--- config.mk ---
export PLATFORM = sky130hd
export DESIGN_NAME = gf_pow_mul
export DESIGN_NICKNAME = d
export VERILOG_FILES = /design/src/rtl/gf_xtime_unit.sv /design/src/rtl/gf_mul.sv /design/src/rtl/gf_pow_seq.sv /design/src/rtl/gf_pow_mul.sv
export SDC_FILE = /design/constraint.sdc
export NUM_CORES = 1
export LEC_CHECK = 0
export BUFFER_PORTS_ARGS = -buffer_cell sky130_fd_sc_hd__buf_2
export CAP_MARGIN = 0
export CORE_MARGIN = 3
export CORE_UTILIZATION = 50
export DETAILED_ROUTE_END_ITERATION = 8
export GPL_ROUTABILITY_DRIVEN = 0
export PLACE_DENSITY_LB_ADDON = 0.12
export RECOVER_POWER = 100
export SYNTH_ARGS = -nofsm -noshare
export SYNTH_HDL_FRONTEND = slang
export SYNTH_SLANG_ARGS = --single-unit
--- constraint.sdc ---
create_clock -name clk -period 2.39 [get_ports clk]
set_input_delay 0.3585 -clock clk [delete_from_list [all_inputs] [get_ports clk]]
set_output_delay 0.3585 -clock clk [all_outputs]
set_load 0.05 [all_outputs]
--- src/rtl/gf_xtime_unit.sv ---
module gf_xtime_unit #(
  parameter int unsigned   M   = 4,
  parameter logic [M-1:0]  RED = 4'h3
) (
  input  logic [M-1:0] v_i,
  output logic [M-1:0] y_o
);
  // carry out of the top coefficient decides whether to fold the polynomial
  logic carry_out;

  function automatic logic [M-1:0] mul_by_x(input logic [M-1:0] v);
    logic [M-1:0] sh;
    sh = {v[M-2:0], 1'b0};
    return v[M-1] ? (sh ^ RED) : sh;
  endfunction

  assign carry_out = v_i[M-1];
  assign y_o       = mul_by_x(v_i);

  // bit 0 of the result carries the polynomial's constant term only after a fold
  always_comb begin
    if (!carry_out) r2_lsb_clear_chk: assert (y_o[0] == 1'b0);
  end
endmodule

--- src/rtl/gf_mul.sv ---
module gf_mul #(
  parameter int unsigned   M   = 4,
  parameter logic [M-1:0]  RED = 4'h3
) (
  input  logic [M-1:0] a_i,
  input  logic [M-1:0] b_i,
  output logic [M-1:0] p_o
);
  // Horner chain: acc(k+1) = acc(k)*x + b[M-1-k]*a
  logic [M-1:0] acc     [0:M];
  logic [M-1:0] shifted [0:M-1];

  assign acc[0] = '0;

  for (genvar g = 0; g < M; g++) begin : g_stage
    gf_xtime_unit #(.M(M), .RED(RED)) u_xt (
      .v_i (acc[g]),
      .y_o (shifted[g])
    );
    assign acc[g+1] = shifted[g] ^ (b_i[M-1-g] ? a_i : '0);
  end

  assign p_o = acc[M];
endmodule

--- src/rtl/gf_pow_seq.sv ---
module gf_pow_seq #(
  parameter int unsigned   M   = 4,
  parameter logic [M-1:0]  RED = 4'h3
) (
  input  logic         clk,
  input  logic         rst_n,
  input  logic         start_i,
  input  logic         step_i,
  output logic [M-1:0] pow_o,
  output logic [M-1:0] exp_o,
  output logic         wrap_o
);
  localparam logic [M-1:0] ONE  = M'(1);
  localparam logic [M-1:0] LAST = M'((1 << M) - 2);

  logic [M-1:0] pow_q, exp_q, pow_next;
  logic         wrap_q;
  logic         adv;        // a step is taken this cycle
  logic         at_last;    // exponent sits at the top of the period

  gf_xtime_unit #(.M(M), .RED(RED)) u_step (
    .v_i (pow_q),
    .y_o (pow_next)
  );

  assign adv     = step_i && !start_i;
  assign at_last = (exp_q == LAST);

  always_ff @(posedge clk or negedge rst_n) begin
    if (!rst_n) begin
      pow_q  <= ONE;
      exp_q  <= '0;
      wrap_q <= 1'b0;
    end else if (start_i) begin
      pow_q  <= ONE;
      exp_q  <= '0;
      wrap_q <= 1'b0;
    end else if (adv) begin
      pow_q  <= pow_next;
      exp_q  <= at_last ? '0 : exp_q + ONE;
      wrap_q <= at_last;
    end else begin
      wrap_q <= 1'b0;
    end
  end

  assign pow_o  = pow_q;
  assign exp_o  = exp_q;
  assign wrap_o = wrap_q;


  // pow_never_zero_chk
  pow_never_zero_chk: assert property (@(posedge clk) disable iff (!rst_n)
    pow_q != '0);


  step_moves_chk: assert property (@(posedge clk) disable iff (!rst_n)
    (adv && !at_last) |=> (exp_q == $past(exp_q) + ONE) && (pow_q != $past(pow_q)));


  wrap_lands_on_one_chk: assert property (@(posedge clk) disable iff (!rst_n)
    wrap_q |-> (pow_q == ONE) && (exp_q == '0));


  wrap_single_cycle_chk: assert property (@(posedge clk) disable iff (!rst_n)
    wrap_q |=> !wrap_q);


  exp_zero_means_one_chk: assert property (@(posedge clk) disable iff (!rst_n)
    (exp_q == '0) |-> (pow_q == ONE));


  idle_holds_chk: assert property (@(posedge clk) disable iff (!rst_n)
    (!step_i && !start_i) |=> $stable(pow_q) && $stable(exp_q) && !wrap_q);


  start_restarts_chk: assert property (@(posedge clk) disable iff (!rst_n)
    start_i |=> (pow_q == ONE) && (exp_q == '0) && !wrap_q);
endmodule

--- src/rtl/gf_pow_mul.sv ---
module gf_pow_mul #(
  parameter int unsigned M    = 4,
  parameter logic [M:0]  POLY = 5'h13
) (
  input  logic         clk,
  input  logic         rst_n,
  input  logic         start_i,
  input  logic         step_i,
  output logic [M-1:0] pow_o,
  output logic [M-1:0] exp_o,
  output logic         wrap_o,
  input  logic [M-1:0] a_i,
  input  logic [M-1:0] b_i,
  output logic [M-1:0] p_o
);
  localparam logic [M-1:0] RED = POLY[M-1:0];
  localparam logic [M-1:0] ONE = M'(1);

  gf_pow_seq #(.M(M), .RED(RED)) u_seq (
    .clk     (clk),
    .rst_n   (rst_n),
    .start_i (start_i),
    .step_i  (step_i),
    .pow_o   (pow_o),
    .exp_o   (exp_o),
    .wrap_o  (wrap_o)
  );

  gf_mul #(.M(M), .RED(RED)) u_mul (
    .a_i (a_i),
    .b_i (b_i),
    .p_o (p_o)
  );


  zero_operand_chk: assert property (@(posedge clk) disable iff (!rst_n)
    ((a_i == '0) || (b_i == '0)) |-> (p_o == '0));


  unit_operand_chk: assert property (@(posedge clk) disable iff (!rst_n)
    ((b_i == ONE) |-> (p_o == a_i)) and ((a_i == ONE) |-> (p_o == b_i)));


  nonzero_product_chk: assert property (@(posedge clk) disable iff (!rst_n)
    ((a_i != '0) && (b_i != '0)) |-> (p_o != '0));
endmodule

==> metrics.yaml <==
status:
  run_status: "complete, no violations"
setup_path:
  startpoint: "b_i[2]"
  worst-path-buf-inv: 2
  required_ns: 2.03
  crit_chain: "buf_2, nand2_1, xnor3_2, xnor3_1, clkbuf_1"
  timing.critical_path.arrival_ns: 1.74
  r2r_setup_slack_ns: 1.15
  crit_type: "in2out"
  r2r-end: "u_seq.exp_o[2]"
  worst-path-stages: 5
  worst_path_largest_cell_delay_ns: 0.47
  start_kind: "input port"
  r2r-start: "u_seq.exp_o[0]"
  cp_max_fo: 4
  cp-end-kind: "primary output"
  crit_end: "p_o[1]"
  r2r_cells: 5
  crit_family: "XOR/XNOR gates"
  cp_slowest_cell: "clkbuf_1"
worst_hold_path:
  min_path_cells: 2
  hold_path.class: "in2reg"
floorplan:
  rows: 12
  io_pins: 25
  die_h_um: 42.0
  die-area_um2: 1770
  fp.dieW_um: 42.0
  start_util_pct: 56.2
  core_um2: 1160
finish:
  most-common-layout-cells: "17 x nand2_1, 15 x clkbuf_1, 10 x buf_2, 8 x dfrtp_1, 6 x xnor2_1"
  ff_latch_area_um2: 226
  antenna_cells: 0
  postLayoutCellArea_um2: 797
  final_common_cell: "nand2_1"
  num-nets-final: 112
  area_growth_pct: 22.7
  multi_input_area_um2: 407
  num-fill-cells: 100
  layout-drive-gt1-share_pct: 16.5
power_and_ir_drop:
  p_comb_share_pct: 42.3
  power.leakage_nw: 0.374
  p_per_area_nw_per_um2: 608
  intPower_w: 0.000286
  p_seq_share_pct: 34.3
  peakVddDrop_v: 0.000418
  switchingPower_w: 0.000199
  switching_share_pct: 41.0
  clockPowerShare_pct: 23.4
clock_tree:
  postCtsSetupRepairBufs: 0
  cts_root_buf: "clkbuf_4"
  worstSkewPairLatency_ns: 0.26
  path_clk_slew_ns: 0.06
  htree_levels: 1
  numCtsBuffers: 3
  clk_path_buf_depth: 2
  cts_tree: "built"
  cts_sinks: 9
yosys:
  synth_cells: 70
  syn_nets: 84
  ys_types: 27
  ys_ff_latch: 9
  synth_area_um2: 649
  yosys_warnings: 0
  yosysSeqAreaShare_pct: 34.9
  syn_area_per_cell_um2: 9.28
run:
  max_cap_viol_count: 0
placement:
  dp_slack_ns: 0.493
  io_buffers: 24
  dp.final_hpwl_um: 1020
  place_area_um2: 778
grt:
  grt_use_total_pct: 16.7
  grt_pass1_vias: 533
  grt_pass1_wl_um: 2270
  grt_overflow: 0
  grt_max_degree: 12
  antenna_found_initial: 0
sta:
  fin_setup_tns_ns: 0
  drv_slew: 0
  min_period_ns: 2.09
  setup_slack_ns: 0.295
  tightest_slew_ns: 0.613
  maxSlewHeadroom_pct: 59.3
  setup_viol: 0
  fin_worst_skew_ns: 0.00800
  fmax_mhz: 477
  finalHoldViolations: 0
  fin_crit_sh_pct: 87.7
  rsz0062_at_grt: "false"
routing:
  detailedRoute.firstPassIterationCount: 4
  vias_per_cell: 5.41
  drtAntennaViolNets: 0
  drc: 0
  vias: 601
  wl_per_cell_um: 13.0
  drtIter0Drc: 9
  routed_wl_um: 1450
[worst register-to-register path, stage by stage (launching register included)]
cell,delay [ns]
dfrtp_1,0.44
inv_1,0.09
ha_1,0.22
a31oi_1,0.16
o21ai_0,0.10
a21oi_1,0.15
[timing repair]
item	CTS	global route
endpoints found under the setup margin	0	0
endpoints found under the hold margin	8	0
gates resized for setup	0	0
hold buffers	1	0
[through the flow]
stage	power [W]	std cells	util, %	hold slack, ns
3_3_place_gp	0.000374	106	67.3	0.219
5_1_grt	0.000510	111	68.9	0.404
4_1_cts	0.000498	111	70.5	0.373
3_5_place_dp	0.000379	106	67.3	0.219
2_1_floorplan	0.000330	70	-	0.0629
6_report	0.000484	111	68.9	0.384
[area by class of cell]
type,count,share of cell area (%)
repair buffers,25,14.1
flip-flops and latches,9,28.4
inverters,2,0.942
clock buffers,4,3.30
well taps,14,2.20
multi-input cells,57,51.0
[sequential cells by signal, summed over array words and instances, names as in the netlist]
register      cells
u_seq.exp_o       4
u_seq.pow_o       4
u_seq.wrap_o      1
[worst min path at each step]
stage	from	end	slack, ns
floorplan	rst_n	u_seq.exp_o[0]	0.06
global placement	rst_n	u_seq.exp_o[1]	0.22
detailed placement	rst_n	u_seq.exp_o[1]	0.22
CTS	start_i	u_seq.exp_o[2]	0.37
global route	start_i	u_seq.exp_o[2]	0.40
finish	start_i	u_seq.exp_o[3]	0.38
[metal layers]
layer  GRT usage [%]  part of all wire, %  up-vias
li1                -                    -      297
met1            18.7                   41      272
met2            28.1                   50       28
met3            6.01                  8.0        4
met4            8.07                  1.2        0
met5               0                    0        -
[Yosys cell counts, drive strengths merged]
cell,number,share of area (%)
dfstp,1,4.0
dfrtp,8,31
a221oi,1,2.3
nor3,1,0.77
a22oi,1,1.2
inv,2,1.2
nand3b,1,1.2
nor2b,3,2.9
nor2,4,2.3
a21oi,4,3.1
clkbuf,1,0.58
mux2,1,1.7
nor4bb,1,1.5
or3,1,0.96
xor2,2,2.7
mux2i,2,3.1
a211o,1,1.3
xnor2,6,8.1
nand2,17,9.8
xnor3,3,11
o21ai,2,1.5
a211oi,1,1.2
a31oi,1,0.96
buf,1,0.77
nand3,2,1.5
ha,2,3.9
[power groups by stage]
stage	sequential (W)	clock, W	combinational, W
6_report	0.000166	0.000113	0.000205
3_5_place_dp	0.000169	0	0.000211
4_1_cts	0.000166	0.000120	0.000212
5_1_grt	0.000167	0.000127	0.000216
3_3_place_gp	0.000169	0	0.000206
2_1_floorplan	0.000191	0	0.000139
[cells by family after synthesis]
group                    after synthesis  synth area share (%)
AND/OR/NAND/NOR                       30                  21.0
AO/OA/AOI/OAI                         11                  11.6
XOR/XNOR                              11                  21.4
flip-flops                             9                  34.9
buffers and inverters                  4                  2.50
multiplexers                           3                  4.82
adder cells (fa/ha/maj)                2                  3.85
Note: power is estimated with default switching activity, not from simulation.
